<file path="src/rtl/resv_pkg.sv">
package resv_pkg;

    typedef enum logic [1:0] {
        SZ_BYTE  = 2'b00,
        SZ_HALF  = 2'b01,
        SZ_WORD  = 2'b10,
        SZ_DWORD = 2'b11
    } acc_size_e;

    typedef enum logic {
        RSV_EMPTY = 1'b0,
        RSV_HELD  = 1'b1
    } rsv_state_e;

    localparam int CR_W = 4;

endpackage

</file>
<file path="src/rtl/resv_tracker.sv">
module resv_tracker
    import resv_pkg::*;
#(
    parameter int AW = 64
) (
    input  logic          clk,
    input  logic          rst_n,
    input  logic          lr_valid,
    input  logic [AW-1:0] lr_addr,
    input  logic [1:0]    lr_size,
    input  logic          sc_valid,
    input  logic          snoop_valid,
    input  logic [AW-1:0] snoop_addr,
    output logic          rsv_valid,
    output logic [AW-1:0] rsv_addr,
    output logic [1:0]    rsv_size
);

    rsv_state_e    state_q, state_d;
    logic [AW-1:0] addr_q;
    logic [1:0]    size_q;
    logic          snoop_hit;

    assign snoop_hit = snoop_valid && (snoop_addr == addr_q);

    // Next-state: a load-reserve outranks consume and snoop-kill.
    always_comb begin
        state_d = state_q;
        unique case (state_q)
            RSV_EMPTY: begin
                if (lr_valid) state_d = RSV_HELD;          // arm
            end
            RSV_HELD: begin
                if (lr_valid)                state_d = RSV_HELD;   // re-arm
                else if (sc_valid)           state_d = RSV_EMPTY;  // consume
                else if (snoop_hit)          state_d = RSV_EMPTY;  // snoop-kill
            end
            default: state_d = RSV_EMPTY;
        endcase
    end

    // State register
    always_ff @(posedge clk or negedge rst_n) begin
        if (!rst_n) state_q <= RSV_EMPTY;
        else        state_q <= state_d;
    end

    // Reservation payload
    always_ff @(posedge clk or negedge rst_n) begin
        if (!rst_n) begin
            addr_q <= '0;
            size_q <= SZ_BYTE;
        end else if (lr_valid) begin
            addr_q <= lr_addr;
            size_q <= lr_size;
        end
    end

    // Outputs
    always_comb begin
        rsv_valid = (state_q == RSV_HELD);
        rsv_addr  = addr_q;
        rsv_size  = size_q;
    end

endmodule

</file>
<file path="src/rtl/resv_judge.sv">
module resv_judge
    import resv_pkg::*;
#(
    parameter int AW          = 64,
    parameter int REGION_BITS = 16
) (
    input  logic            rsv_valid,
    input  logic [AW-1:0]   rsv_addr,
    input  logic [1:0]      rsv_size,
    input  logic            sc_valid,
    input  logic [AW-1:0]   sc_addr,
    input  logic [1:0]      sc_size,
    input  logic            so_bit,
    output logic            pass,
    output logic            undef,
    output logic [CR_W-1:0] cr
);

    logic size_eq, addr_eq, region_eq, armed;

    always_comb begin
        armed     = sc_valid && rsv_valid;
        size_eq   = (sc_size == rsv_size);
        addr_eq   = (sc_addr == rsv_addr);
        region_eq = (sc_addr[AW-1:REGION_BITS] == rsv_addr[AW-1:REGION_BITS]);
        pass      = armed && size_eq && addr_eq;
        undef     = armed && !(size_eq && addr_eq) && region_eq;
        cr        = {2'b00, pass, so_bit};
    end

endmodule

</file>
<file path="src/rtl/fail_tracker.sv">
module fail_tracker #(
    parameter int CNT_W       = 32,
    parameter int WARN_PERIOD = 100000
) (
    input  logic             clk,
    input  logic             rst_n,
    input  logic             sc_valid,
    input  logic             sc_pass,
    output logic [CNT_W-1:0] fail_count,
    output logic             warn
);

    localparam int               PER_W   = $clog2(WARN_PERIOD);
    localparam logic [PER_W-1:0] PER_TOP = PER_W'(WARN_PERIOD - 1);
    localparam logic [CNT_W-1:0] CNT_MAX = {CNT_W{1'b1}};

    logic [CNT_W-1:0] cnt_q;
    logic [PER_W-1:0] per_q;
    logic             warn_q;
    logic             failed;

    assign failed = sc_valid && !sc_pass;

    always_ff @(posedge clk or negedge rst_n) begin
        if (!rst_n) begin
            cnt_q  <= '0;
            per_q  <= '0;
            warn_q <= 1'b0;
        end else begin
            warn_q <= 1'b0;
            if (sc_valid && sc_pass) begin
                cnt_q <= '0;
                per_q <= '0;
            end else if (failed) begin
                if (cnt_q != CNT_MAX) cnt_q <= cnt_q + CNT_W'(1);
                if (per_q == PER_TOP) begin
                    per_q  <= '0;
                    warn_q <= 1'b1;
                end else begin
                    per_q <= per_q + PER_W'(1);
                end
            end
        end
    end

    assign fail_count = cnt_q;
    assign warn       = warn_q;

endmodule

</file>
<file path="src/rtl/resv_monitor.sv">
module resv_monitor
    import resv_pkg::*;
#(
    parameter int AW          = 64,
    parameter int REGION_BITS = 16,
    parameter int CNT_W       = 32,
    parameter int WARN_PERIOD = 100000
) (
    input  logic             clk,
    input  logic             rst_n,
    input  logic             lr_valid,
    input  logic [AW-1:0]    lr_addr,
    input  logic [1:0]       lr_size,
    input  logic             sc_valid,
    input  logic [AW-1:0]    sc_addr,
    input  logic [1:0]       sc_size,
    input  logic             snoop_valid,
    input  logic [AW-1:0]    snoop_addr,
    input  logic             so_bit,
    output logic             sc_pass,
    output logic             sc_undef,
    output logic [3:0]       sc_cr,
    output logic [CNT_W-1:0] fail_count,
    output logic             livelock_warn
);

    logic          rsv_valid;
    logic [AW-1:0] rsv_addr;
    logic [1:0]    rsv_size;

    resv_tracker #(.AW(AW)) u_tracker (
        .clk        (clk),
        .rst_n      (rst_n),
        .lr_valid   (lr_valid),
        .lr_addr    (lr_addr),
        .lr_size    (lr_size),
        .sc_valid   (sc_valid),
        .snoop_valid(snoop_valid),
        .snoop_addr (snoop_addr),
        .rsv_valid  (rsv_valid),
        .rsv_addr   (rsv_addr),
        .rsv_size   (rsv_size)
    );

    resv_judge #(.AW(AW), .REGION_BITS(REGION_BITS)) u_judge (
        .rsv_valid(rsv_valid),
        .rsv_addr (rsv_addr),
        .rsv_size (rsv_size),
        .sc_valid (sc_valid),
        .sc_addr  (sc_addr),
        .sc_size  (sc_size),
        .so_bit   (so_bit),
        .pass     (sc_pass),
        .undef    (sc_undef),
        .cr       (sc_cr)
    );

    fail_tracker #(.CNT_W(CNT_W), .WARN_PERIOD(WARN_PERIOD)) u_fail (
        .clk       (clk),
        .rst_n     (rst_n),
        .sc_valid  (sc_valid),
        .sc_pass   (sc_pass),
        .fail_count(fail_count),
        .warn      (livelock_warn)
    );

endmodule

</file>
<file path="config.mk">
export PLATFORM = sky130hd
export DESIGN_NAME = resv_monitor
export DESIGN_NICKNAME = d
export VERILOG_FILES = /design/src/rtl/resv_pkg.sv /design/src/rtl/resv_tracker.sv /design/src/rtl/resv_judge.sv /design/src/rtl/fail_tracker.sv /design/src/rtl/resv_monitor.sv
export SDC_FILE = /design/constraint.sdc
export NUM_CORES = 1
export LEC_CHECK = 0
export BUFFER_PORTS_ARGS = -buffer_cell sky130_fd_sc_hd__buf_4
export CORE_ASPECT_RATIO = 0.9
export CORE_UTILIZATION = 33
export DETAILED_ROUTE_END_ITERATION = 7
export PLACE_DENSITY = 0.61
export SYNTH_ARGS = -nofsm -noshare
export SYNTH_HDL_FRONTEND = slang
export SYNTH_HIERARCHICAL = 1
export SYNTH_SLANG_ARGS = --single-unit
</file>
<file path="constraint.sdc">
create_clock -name clk -period 6.67 [get_ports clk]
set_clock_uncertainty 0.2 [all_clocks]
set_input_delay 0.667 -clock clk [delete_from_list [all_inputs] [get_ports clk]]
set_output_delay 0.667 -clock clk [all_outputs]
set_load 0.1 [all_outputs]
</file>
==> qor.csv <==
metric,value,unit
topRoutingLayerUsed,met4,
drive_above_1_share,36.6,%
avgSynthCellArea,10.2,um^2
path_class,flip-flop to flip-flop,
syn_inst,682,
fin_util,47.2,%
synth_top_area_share,42.3,%
fin_nets,1117,
crit_required,6770,ps
finalSetupTns,0,ps
post-place-ws,2230,ps
reg2regPathDepth,10,
grtUsageTotal,21.2,%
cts_buffers,17,
finalPower,2.35,mW
antenna_found_initial,1,
critPathLaunch,u_tracker/rsv_addr[61]$_DFFE_PN0P_,
fmax,236,MHz
drv_cap,0,
dr.pass1.iters,4,
rsz0062_at_grt,false,
syn_area,6930,um^2
port_buffers,236,
ys_top_cells_by_count,"dfrtp_1 (117), xor2_1 (90), mux2_2 (62)",
finalHoldViolCount,0,
synth_area_leaders,"dfrtp_1 (42%), xor2_1 (11%), mux2_2 (10%)",
synth-seq-cells,117,
yosysTopAreaCell,dfrtp_1,
p_sw_share,30.0,%
drt-initial-drc-count,321,
irDropWorstVdd,0.136,mV
async_flop_share,100,%
viasPerCell,5.11,
path_delay_family,simple AND/OR/NAND/NOR gates,
totalWireLength,22500,um
ys_seq_area_share,42.3,%
cts_resized,0,
slowest_delay,760,ps
grt_pass1_wl,34600,um
min_period,4240,ps
critical_path_cell_count,10,
worstSkewPairLatency,420,ps
finalMaxSlewViolations,0,
power_frac_comb,21.1,%
p_per_area,246,nW/um^2
cts_tree,built,
grt_max_degree,62,
ys_warn_count,6,
drc,0,
htree_levels,4,
worst_setup_path_end_kind,flip-flop,
worst-r2r-setup-slack,2430,ps
synth.most_common_cell,dfrtp_1,
ant_nets,0,
fin_crit_sh,63.6,%
crit_end,u_fail/per_q[12]$_DFFE_PN0P_,
clk_pin_slew,60,ps
wl_met2,9700,um
wl_met3,1300,um
status,"finished, final reports clean",
initial_core_util,34.1,%
ios,241,
wl_met1,11000,um
path_buf_inv,1,
yosysUniqueCellTypes,60,
wl_per_cell,18.6,um
cp_slowest_cell,nor4_1,
worst_pin_slew,857,ps
worst_setup_path_start_kind,flip-flop,
rr_startpoint,u_tracker/rsv_addr[61]$_DFFE_PN0P_,
hpwl,17200,um
area_growth,38.2,%
rows,49,
synth-main-ff-cell,dfrtp_1,
cts-root-buf,clkbuf_16,
netSwitchingPower,0.706,mW
setup_slack,2430,ps
cts.sinks,117,
r2r-end,u_fail/per_q[12]$_DFFE_PN0P_,
path_cells,"xor2_1, nor4_1, nand3_1, nor4_1, and2_1, clkinv_1, nand2_1, nor2_1, and3_1, a21o_1",
post_cts_buffers,0,
setup_viol,0,
critPathArrivalTime,4340,ps
hold_class,input port to async pin,
worstPathMaxFanout,15,
die_h,139,um
synth_edf_count,0,
dieArea,21600,um^2
crit_top_cell,nor4_1,
clock_path_buffers,2,
p_int,1.65,mW
core,20300,um^2
grt_pass1_vias,6155,
n_fill_cell,1943,
antenna_cells,0,
p_leak,4.27,nW
globalplace.congestion,0.954,
slew_headroom,42.4,%
p_clk_share,41.9,%
grt-ovfl-total,0,
via_count,6163,
power_frac_seq,37.0,%
ctsHoldBuffers,0,
die_x,155,um
-- cell type report --
cell class              instances  area (um^2)  share of cell area (%)
multi-input cells             507         3750                    39.2
flip-flops and latches        117         2930                    30.6
clock inverters                 9          150                    1.57
repair buffers                241         1810                    18.9
inverters                      29          109                    1.14
clock buffers                  22          474                    4.95
well taps                     280          350                    3.66
-- cell usage in the layout, fill, tap and decap left out, drive strengths merged, types with 5 or more instances in the layout --
| cell type | netlist | routed |
|---|---|---|
| mux2 | 62 | 62 |
| nor4 | 32 | 32 |
| nand3 | 26 | 26 |
| a31oi | 12 | 12 |
| clkbuf | 21 | 22 |
| nor2b | 6 | 6 |
| nand2 | 38 | 38 |
| nor3 | 10 | 10 |
| o21ai | 29 | 29 |
| a21oi | 16 | 16 |
| inv | 28 | 28 |
| nand2b | 8 | 8 |
| o211ai | 7 | 7 |
| o22ai | 8 | 8 |
| xnor2 | 33 | 33 |
| nand4 | 22 | 22 |
| and2 | 6 | 6 |
| o31ai | 6 | 6 |
| dfrtp | 117 | 117 |
| a22o | 5 | 5 |
| buf | 9 | 241 |
| and3 | 9 | 9 |
| xor2 | 90 | 90 |
| a21o | 5 | 5 |
| or4 | 11 | 11 |
| mux2i | 7 | 7 |
| and4 | 7 | 7 |
| nor2 | 12 | 12 |
-- how the worst min path moves through the flow --
stage | slack, ps | from | cells past startpoint | to
floorplan | 170 | rst_n | 0 | u_fail/fail_count[0]$_DFFE_PN0P_
global placement | 310 | u_fail/per_q[11]$_DFFE_PN0P_ | 1 | u_fail/per_q[11]$_DFFE_PN0P_
detailed placement | 310 | u_fail/per_q[11]$_DFFE_PN0P_ | 1 | u_fail/per_q[11]$_DFFE_PN0P_
CTS | 130 | rst_n | 1 | u_tracker/rsv_addr[60]$_DFFE_PN0P_
global route | 150 | rst_n | 1 | u_tracker/rsv_addr[60]$_DFFE_PN0P_
finish | 100 | rst_n | 1 | u_tracker/rsv_addr[60]$_DFFE_PN0P_
-- metrics by stage --
stage | std cells | hold slack (ps) | cell area [um^2]
floorplan | 683 | 171 | 6930
global placement | 1174 | 309 | 8950
detailed placement | 1174 | 313 | 8950
CTS | 1205 | 130 | 9570
global route | 1205 | 152 | 9570
finish | 1205 | 98.9 | 9570
-- power groups by stage --
stage | registers [mW] | logic, mW | clock network [mW]
floorplan | 0.958 | 0.210 | 0
global placement | 0.880 | 0.492 | 0
detailed placement | 0.880 | 0.496 | 0
CTS | 0.869 | 0.498 | 1.01
global route | 0.881 | 0.535 | 1.03
finish | 0.870 | 0.497 | 0.986
-- logic make-up (layout without fill, tap and decap cells) --
group                      count (synthesis)  after routing  share of synthesized area, %
and+or+nand+nor                          205            205                          17.2
xor gates and xnor gates                 123            123                          15.6
adders and majority gates                  2              2                         0.361
DFF                                      117            117                          42.3
AOI/OAI and AO/OA                        106            106                          9.88
buffers and inverters                     59            301                          3.58
other                                      1              2                        0.0541
muxes                                     69             69                          11.1
-- flip-flops by register name, summed over array words and instances (netlist names) --
signal	cells
u_fail/fail_count	32
u_tracker/rsv_addr	64
u_fail/warn	1
u_tracker/rsv_size	2
u_fail/per_q	17
u_tracker/rsv_valid	1
-- metal layers --
metal	GRT usage, %	vias up
met5	0	-
met4	7.24	0
met3	5.20	32
met2	31.0	201
met1	30.5	2976
li1	-	2954
No activity file was read; power rests on OpenSTA's default activity.
